===== config.mk =====
export PLATFORM = sky130hd
export DESIGN_NAME = eeprom_i2c_slave
export DESIGN_NICKNAME = d
export VERILOG_FILES = /design/src/rtl/eep_pkg.sv /design/src/rtl/eep_bus_cond.sv /design/src/rtl/eep_store.sv /design/src/rtl/eeprom_i2c_slave.sv
export SDC_FILE = /design/constraint.sdc
export NUM_CORES = 2
export LEC_CHECK = 0
export ABC_AREA = 0
export BUFFER_PORTS_ARGS = -buffer_cell sky130_fd_sc_hd__buf_2
export CORE_ASPECT_RATIO = 0.75
export CORE_MARGIN = 1.5
export CORE_UTILIZATION = 30
export CTS_BUF_LIST = sky130_fd_sc_hd__clkbuf_4
export DETAILED_ROUTE_END_ITERATION = 6
export PLACE_DENSITY = 0.5
export SYNTH_ARGS = -nofsm -noshare
export SYNTH_HDL_FRONTEND = slang
export SYNTH_SLANG_ARGS = --single-unit

===== constraint.sdc =====
create_clock -name clk -period 3.8 [get_ports clk]
set_clock_uncertainty 0.2 [all_clocks]
set_input_delay 0.38 -clock clk [delete_from_list [all_inputs] [get_ports clk]]
set_output_delay 0.38 -clock clk [all_outputs]
set_load 0.05 [all_outputs]

===== src/rtl/eep_pkg.sv =====
`timescale 1ns/1ps
package eep_pkg;
    localparam int BYTE_W = 8;
    localparam logic [3:0] DEV_CLASS = 4'b1010;

    typedef enum logic [3:0] {
        ST_IDLE, ST_DEV, ST_DEV_ACK, ST_WADDR, ST_WADDR_ACK,
        ST_WDATA, ST_WDATA_ACK, ST_WIGN, ST_RDATA, ST_RACK
    } eep_state_t;

    typedef struct packed {
        logic start;
        logic stop;
        logic rise;
        logic fall;
        logic sda;
    } bus_ev_t;

    function automatic logic dev_match(input logic [BYTE_W-1:0] b, input logic [2:0] sel);
        return b[BYTE_W-1:1] == {DEV_CLASS, sel};
    endfunction
endpackage


===== src/rtl/eep_bus_cond.sv =====
`timescale 1ns/1ps
module eep_bus_cond
    import eep_pkg::*;
(
    input  logic    clk,
    input  logic    rst,
    input  logic    scl_in,
    input  logic    sda_in,
    output bus_ev_t ev,
    output logic    scl_lvl
);
    logic [1:0] scl_sync, sda_sync;
    logic       scl_q, sda_q;

    always_ff @(posedge clk) begin
        if (rst) begin
            scl_sync <= 2'b11;
            sda_sync <= 2'b11;
            scl_q    <= 1'b1;
            sda_q    <= 1'b1;
        end else begin
            scl_sync <= {scl_sync[0], scl_in};
            sda_sync <= {sda_sync[0], sda_in};
            scl_q    <= scl_sync[1];
            sda_q    <= sda_sync[1];
        end
    end

    always_comb begin
        ev.start = scl_sync[1] & scl_q & sda_q & ~sda_sync[1];
        ev.stop  = scl_sync[1] & scl_q & ~sda_q & sda_sync[1];
        ev.rise  = scl_sync[1] & ~scl_q;
        ev.fall  = ~scl_sync[1] & scl_q;
        ev.sda   = sda_sync[1];
        scl_lvl  = scl_sync[1];
    end


    start_stop_excl_chk: assert property (@(posedge clk) disable iff (rst)
        !(ev.start && ev.stop));
endmodule


===== src/rtl/eep_store.sv =====
`timescale 1ns/1ps
module eep_store
    import eep_pkg::*;
#(
    parameter int ADDR_W    = 7,
    parameter int WR_CYCLES = 1000
) (
    input  logic              clk,
    input  logic              rst,
    input  logic [ADDR_W-1:0] rd_addr,
    output logic [BYTE_W-1:0] rd_data,
    input  logic              commit,
    input  logic [ADDR_W-1:0] wr_addr,
    input  logic [BYTE_W-1:0] wr_data,
    output logic              busy
);
    localparam int DEPTH = 1 << ADDR_W;
    localparam int CW    = $clog2(WR_CYCLES + 1);
    localparam logic [CW-1:0] WR_LOAD = CW'(WR_CYCLES);

    logic [BYTE_W-1:0] cells [DEPTH];
    logic [CW-1:0]     timer;

    always_ff @(posedge clk) begin
        if (rst) begin
            for (int i = 0; i < DEPTH; i++) cells[i] <= '0;
            timer <= '0;
        end else if (commit) begin
            cells[wr_addr] <= wr_data;
            timer          <= WR_LOAD;
        end else if (timer != '0) begin
            timer <= timer - 1'b1;
        end
    end

    assign rd_data = cells[rd_addr];
    assign busy    = (timer != '0);


    commit_idle_chk: assert property (@(posedge clk) disable iff (rst)
        commit |-> !busy);

    busy_origin_chk: assert property (@(posedge clk) disable iff (rst)
        $rose(busy) |-> $past(commit));
endmodule


===== src/rtl/eeprom_i2c_slave.sv =====
`timescale 1ns/1ps
module eeprom_i2c_slave
    import eep_pkg::*;
#(
    parameter int         ADDR_W    = 7,
    parameter logic [2:0] CHIP_SEL  = 3'b000,
    parameter int         WR_CYCLES = 1000
) (
    input  logic clk,
    input  logic rst,
    input  logic scl_in,
    input  logic sda_in,
    output logic sda_out,
    output logic sda_oe
);
    localparam logic [ADDR_W-1:0] LAST_ADDR = '1;

    bus_ev_t           ev;
    logic              scl_lvl;
    eep_state_t        st;
    logic [2:0]        bitcnt;
    logic [BYTE_W-1:0] rx, tx;
    logic              ack_arm, rd_mode, wr_pend, commit, busy;
    logic [ADDR_W-1:0] addr_cnt, wr_addr;
    logic [BYTE_W-1:0] wr_data, rd_data;

    eep_bus_cond i_cond (
        .clk(clk), .rst(rst), .scl_in(scl_in), .sda_in(sda_in),
        .ev(ev), .scl_lvl(scl_lvl)
    );

    eep_store #(.ADDR_W(ADDR_W), .WR_CYCLES(WR_CYCLES)) i_store (
        .clk(clk), .rst(rst), .rd_addr(addr_cnt), .rd_data(rd_data),
        .commit(commit), .wr_addr(wr_addr), .wr_data(wr_data), .busy(busy)
    );

    always_ff @(posedge clk) begin
        if (rst) begin
            st       <= ST_IDLE;
            bitcnt   <= '0;
            rx       <= '0;
            tx       <= '0;
            ack_arm  <= 1'b0;
            rd_mode  <= 1'b0;
            wr_pend  <= 1'b0;
            commit   <= 1'b0;
            addr_cnt <= '0;
            wr_addr  <= '0;
            wr_data  <= '0;
            sda_oe   <= 1'b0;
        end else begin
            commit <= 1'b0;
            if (ev.start) begin
                st      <= ST_DEV;
                bitcnt  <= '0;
                sda_oe  <= 1'b0;
                wr_pend <= 1'b0;
                ack_arm <= 1'b0;
            end else if (ev.stop) begin
                if (wr_pend) commit <= 1'b1;
                wr_pend <= 1'b0;
                st      <= ST_IDLE;
                sda_oe  <= 1'b0;
            end else begin
                case (st)
                    ST_DEV, ST_WADDR, ST_WDATA: begin
                        if (ev.rise) begin
                            rx     <= {rx[BYTE_W-2:0], ev.sda};
                            bitcnt <= bitcnt + 1'b1;
                            if (bitcnt == 3'd7) begin
                                ack_arm <= 1'b0;
                                st <= (st == ST_DEV)   ? ST_DEV_ACK :
                                      (st == ST_WADDR) ? ST_WADDR_ACK : ST_WDATA_ACK;
                            end
                        end
                    end
                    ST_DEV_ACK: begin
                        if (ev.fall) begin
                            if (!ack_arm) begin
                                if (dev_match(rx, CHIP_SEL) && !busy) begin
                                    sda_oe  <= 1'b1;
                                    ack_arm <= 1'b1;
                                    rd_mode <= rx[0];
                                end else begin
                                    st <= ST_IDLE;
                                end
                            end else begin
                                ack_arm <= 1'b0;
                                bitcnt  <= '0;
                                if (rd_mode) begin
                                    sda_oe   <= ~rd_data[BYTE_W-1];
                                    tx       <= rd_data;
                                    addr_cnt <= addr_cnt + 1'b1;
                                    st       <= ST_RDATA;
                                end else begin
                                    sda_oe <= 1'b0;
                                    st     <= ST_WADDR;
                                end
                            end
                        end
                    end
                    ST_WADDR_ACK: begin
                        if (ev.fall) begin
                            if (!ack_arm) begin
                                sda_oe   <= 1'b1;
                                ack_arm  <= 1'b1;
                                addr_cnt <= rx[ADDR_W-1:0];
                            end else begin
                                sda_oe  <= 1'b0;
                                ack_arm <= 1'b0;
                                bitcnt  <= '0;
                                st      <= ST_WDATA;
                            end
                        end
                    end
                    ST_WDATA_ACK: begin
                        if (ev.fall) begin
                            if (!ack_arm) begin
                                sda_oe   <= 1'b1;
                                ack_arm  <= 1'b1;
                                wr_addr  <= addr_cnt;
                                wr_data  <= rx;
                                wr_pend  <= 1'b1;
                                addr_cnt <= addr_cnt + 1'b1;
                            end else begin
                                sda_oe  <= 1'b0;
                                ack_arm <= 1'b0;
                                st      <= ST_WIGN;
                            end
                        end
                    end
                    ST_RDATA: begin
                        if (ev.fall) begin
                            if (bitcnt == 3'd7) begin
                                sda_oe <= 1'b0;
                                st     <= ST_RACK;
                            end else begin
                                bitcnt <= bitcnt + 1'b1;
                                sda_oe <= ~tx[BYTE_W-2];
                                tx     <= {tx[BYTE_W-2:0], 1'b0};
                            end
                        end
                    end
                    ST_RACK: begin
                        if (ev.rise) begin
                            if (ev.sda) st <= ST_IDLE;
                            else        ack_arm <= 1'b1;
                        end else if (ev.fall && ack_arm) begin
                            ack_arm  <= 1'b0;
                            bitcnt   <= '0;
                            sda_oe   <= ~rd_data[BYTE_W-1];
                            tx       <= rd_data;
                            addr_cnt <= addr_cnt + 1'b1;
                            st       <= ST_RDATA;
                        end
                    end
                    default: ;
                endcase
            end
        end
    end

    assign sda_out = 1'b0;


    dev_phase_quiet_chk: assert property (@(posedge clk) disable iff (rst)
        (st == ST_DEV) |-> !sda_oe);

    busy_nack_chk: assert property (@(posedge clk) disable iff (rst)
        (st == ST_DEV_ACK && busy) |-> !sda_oe);

    oe_low_clock_chk: assert property (@(posedge clk) disable iff (rst)
        !$stable(sda_oe) |-> !scl_lvl);

    addr_wrap_chk: assert property (@(posedge clk) disable iff (rst)
        (st == ST_WDATA_ACK && ev.fall && !ack_arm && !ev.start && !ev.stop
         && addr_cnt == LAST_ADDR) |=> (addr_cnt == '0));

    stop_commit_chk: assert property (@(posedge clk) disable iff (rst)
        (ev.stop && wr_pend) |=> commit);
endmodule


Word level (Yosys, flattened, before mapping)
Memories as Yosys holds them, arrays and structs flattened. A register that Yosys moved wholly into a read port is not among the register bits.
Cells that the tools add are included.

word-level totals
  bits in registers = 65
  output and inout bits = 2
  input port bits = 4
  memories kept = 1
  logic and storage cells = 195
  memory bits (writable) = 1,024

memory list
  memory         depth  bits a word  read ports  clocked after Yosys merged registers in  wr ports  RTL line         RTL
  i_store.cells  128    8            1           1                                        128       eep_store.sv:21  logic [BYTE_W-1:0] cells [DEPTH];

cells by class
  add/sub/neg operators = 3
  reductions and logical operators = 31
  equality and inequality tests = 46
  bitwise logic cells = 16
  muxes and demuxes = 79

operators by type and width
  kind                   number
  $mux 7                 19
  $mux 4                 15
  $ne 4x4->1 const B     9
  $ne 2x2->1 const B     16
  $pmux 7 s4             1
  $mux 1                 27
  $reduce_and 13->1      2
  $mux 3                 8
  $pmux 4 s6             1
  $pmux 7 s3             1
  $mux 10                2
  $reduce_bool 4->1      4
  $eq 4x3->1 const B     3
  $ne 3x3->1 const B     4
  $pmux 3 s4             1
  $reduce_and 12->1      1
  $ne 5x5->1 const B     2
  $reduce_and 10->1      1
  $reduce_bool 10->1     1
  $sub 10x1->10 const B  1
  $not 1->1              9
  $reduce_and 9->1       1
  $reduce_or 3->1        3
  $eq 4x2->1 const B     2
  other kinds (27)       41

Longest topological paths before layout
  depth in word-level cells = 9
  gate-level depth with buffers = 11
  mapped depth without buffers = 8

By module
A second synthesis with hierarchy kept.

second synthesis, totals
  cells, all modules = 3,293
  area total of the unflattened synthesis = 50,492.2 um^2

by module, submodules not included
  module            area an instance (um^2)  cells each  instances
  eep_store         47,667.0                 2,960       1
  eeprom_i2c_slave  2,627.5                  316         1
  eep_bus_cond      197.7                    17          1

Least setup slack after synthesis
OpenSTA, ideal clock, no wires.

  path kind = register -> register
  start = register wr_addr[2]
  end = memory i_store.cells[103][0] (enable)
  buffers on the path = 3
  slack = 1.145 ns
  library setup time = 0.384 ns
  data arrival time = 2.071 ns
  required time = 3.216 ns
  stages on the path, launching flop included = 7
  cell sequence = dfxtp_1 > clkbuf_1 > nand3_1 > or3_1 > clkbuf_1 > clkbuf_1 > o21ai_0

RTL lines
  element                   RTL line                 RTL
  start: declaration        eeprom_i2c_slave.sv:24   logic [ADDR_W-1:0] addr_cnt, wr_addr;
  start signal: assignment  eeprom_i2c_slave.sv:121  wr_addr <= addr_cnt;
  end: declaration          eep_store.sv:21

==> flow_metrics.env <==
export IMPL_ctsHtreeMaxLevel=5
export IMPL_p_seq_share_pct=52.5
export IMPL_die_area_um2=172000
export IMPL_synth_seq_cells=1096
export IMPL_peakVddDrop_mv=0.309
export IMPL_fmax_mhz=284
export IMPL_drt_wl_total_mm=170
export IMPL_whs_path_depth=1
export IMPL_cts_max_path_buffers=4
export IMPL_ios=6
export IMPL_p_sw_mw=6.65
export IMPL_drive_above_1_share_pct=25.9
export IMPL_worst_pin_slew_ns=1.09
export IMPL_final_cell_mix="1030 x and2_1, 1024 x edfxtp_1, 455 x clkbuf_4"
export IMPL_drc=0
export IMPL_grt_pass1_vias=32100
export IMPL_stdcell_count=6414
export IMPL_cp_max_fo=33
export IMPL_cp_arrival_ns=4.43
export IMPL_dieWidth_um=479
export IMPL_rsz0062_at_grt="false"
export IMPL_tns_ns=0
export IMPL_syn2layout_area_growth_pct=15.8
export IMPL_clk_pin_slew_ns=0.06
export IMPL_slowest_delay_ns=0.90
export IMPL_critical_path_buf_inv_count=1
export IMPL_grt_pass1_wl_mm=242
export IMPL_grt_use_total_pct=19.6
export IMPL_clkPwrFrac_pct=40.0
export IMPL_outcome="finished clean"
export IMPL_cellLeakagePower_nw=21.0
export IMPL_yosysWarnings=0
export IMPL_worst_path_stages=7
export IMPL_overflow=0
export IMPL_die_y_um=360
export IMPL_final_common_cell="and2_1"
export IMPL_vias_per_cell=5.12
export IMPL_grt_max_degree=130
export IMPL_dp_slack_ns=0.484
export IMPL_synthFlopType="edfxtp_1"
export IMPL_finalPower_mw=26.4
export IMPL_setup_viol=0
export IMPL_antenna_found_initial=5
export IMPL_hold_class="register to register"
export IMPL_ys_types=73
export IMPL_root_buffer="clkbuf_4"
export IMPL_fp_coreArea_um2=168000
export IMPL_p_int_mw=19.8
export IMPL_clock_sinks=1096
export IMPL_whs_ns=0.193
export IMPL_start_util_pct=30.3
export IMPL_cts_tree="done"
export IMPL_rr_worst_depth=7
export IMPL_worstSetupEndpointType="register"
export IMPL_drv_cap=0
export IMPL_sw_frac_of_total_pct=25.2
export IMPL_synth_cells=3615
export IMPL_required_ns=4.70
export IMPL_hold_buffers=9
export IMPL_insertion_delay_ns=1.30
export IMPL_dp_cells=5895
export IMPL_gp_congestion=0.949
export IMPL_powerDensity_nw_per_um2=448
export IMPL_max_slew_margin_rel_pct=27.1
export IMPL_period_needed_ns=3.52
export IMPL_finalCritPeriodShare_pct=92.7
export IMPL_combPwrFrac_pct=7.5
export IMPL_drv_slew=0
export IMPL_setup_slack_ns=0.276
export IMPL_postCtsSetupBuffers=0
export IMPL_drt_pre_antenna_iters=7
export IMPL_path_cells="buf_12, mux4_2, o22ai_1, nand2_1, o211a_1, a2111oi_0, o21ai_1"
export IMPL_holdCritStartpoint="i_cond.scl_sync[0]"
export IMPL_wl_per_cell_um=26.5
export IMPL_critPathLaunchType="register"
export IMPL_synth_area_um2=50900
export IMPL_synth_edf_count=1024
export IMPL_slowest_stage="dfxtp_4"
export IMPL_post_cts_resized=0
export IMPL_dpl_hpwl_mm=113
export IMPL_criticalPathCategory="register to register"
export IMPL_drt_initial_drc_count=3943
export IMPL_cpLargestDelayFamily="compound AO/OA/AOI/OAI gates"
export IMPL_num_rows=130
export IMPL_fin_nets=3978
export IMPL_numPortBuffers=4
export IMPL_syn_nets=3624
export IMPL_avgSynthCellArea_um2=14.1
export IMPL_drtAntennaViolNets=0
export IMPL_cts_buffers=307
export IMPL_vias=32800
export IMPL_async_flop_share_pct=0
export IMPL_hold_violations=0
export IMPL_yosysSeqAreaShare_pct=63.2
==> final timing paths <==
kind | end | slack, ns
max | tx[5] | 0.28
min | i_cond.scl_sync[1] | 0.19
max reg2reg | tx[5] | 0.28
min reg2reg | i_cond.scl_sync[1] | 0.19
==> synthesized netlist by cell type (4+ instances only) <==
cell type  number  share of area, %
or2_2          15              0.18
a221oi_1       10              0.17
a311oi_1        5             0.086
a2111oi_0       6              0.10
or3_1          11              0.14
nor2_1        207               1.5
nor3_1         16              0.16
nand2b_1       18              0.22
inv_1          15              0.11
buf_1           8             0.059
mux2i_1        57               1.1
mux2_2         13              0.29
and3_1         15              0.18
nor4_1          5             0.061
o22ai_1        34              0.42
a211oi_1       11              0.16
ha_1            5              0.12
buf_6          12              0.27
a22o_1          5             0.086
a21oi_1        52              0.51
o31ai_1         4             0.059
dfxtp_1        72               2.8
and2_1       1030                13
a22oi_1        38              0.56
buf_2          28              0.28
a31oi_1        16              0.20
nand2_1        86              0.63
xor2_1          6              0.10
nand3_1        41              0.40
edfxtp_1     1024                60
mux4_2        244                11
o21ai_0       167               1.6
nand4_1        12              0.15
buf_4          22              0.32
nor2b_1        27              0.33
clkbuf_1      215               1.6
xnor2_1         4             0.069
==> state kept, by name, indices dropped and copies added, names as in the netlist, named ones only <==
name	flops
i_store.cells	1024
i_store.timer	10
rx	8
wr_data	8
addr_cnt	7
tx	7
wr_addr	7
st	4
bitcnt	3
i_cond.scl_sync	2
i_cond.sda_sync	2
ack_arm	1
commit	1
i_cond.scl_q	1
i_cond.sda_q	1
rd_mode	1
sda_oe	1
wr_pend	1
==> per-layer routing <==
metal,GRT usage (%),wire length (um),up-vias,part of all wire [%]
met5,0,0,-,0
met4,4.98,2760,0,1.6
met3,5.35,15900,229,9.3
met2,26.5,69800,1447,41
met1,30.2,81600,16900,48
li1,-,-,14200,-
==> per-stage QoR <==
stage / area [um^2] / util [%]
4_1_cts: 58900 / 35.1
2_1_floorplan: 50900 / -
5_1_grt: 58900 / 35.1
3_3_place_gp: 55200 / 32.9
6_report: 58900 / 35.1
3_5_place_dp: 55200 / 32.9
==> layout make-up <==
cell class | instances | area [um^2]
flip-flops and latches | 1096 | 32200
diodes | 9 | 22.5
well taps | 2244 | 2810
repair buffers | 330 | 2840
inverters | 17 | 66.3
clock buffers | 455 | 3420
clock inverters | 46 | 181
fillers | 16300 | 109000
multi-input cells | 2217 | 17400
==> power by group through the flow <==
stage / combinational (mW) / sequential (mW) / clock [mW]
after CTS: 1.95 / 13.9 / 10.8
after global placement: 1.93 / 14.1 / 0
final: 1.97 / 13.9 / 10.6
after global routing: 2.10 / 13.9 / 11.5
after detailed placement: 1.93 / 14.1 / 0
after floorplan: 1.24 / 14.0 / 0
==> logic make-up after synthesis <==
family          Yosys count  synth area share [%]
xor+xnor                 10                 0.172
other cells               1               0.00737
compound gates          384                  4.63
fa+ha+maj                 5                 0.123
mux                     314                  12.2
simple gates           1503                  17.0
buf+inv                 302                  2.64
flops                  1096                  63.2
==> worst reg2reg max path, stage by stage (launching register included) <==
cell and delay, ns:
dfxtp_4 0.90, buf_12 0.32, mux4_2 0.34, o22ai_1 0.62, nand2_1 0.30, o211a_1 0.20, a2111oi_0 0.40, o21ai_1 0.11
Power figures use the tool's default switching activity.
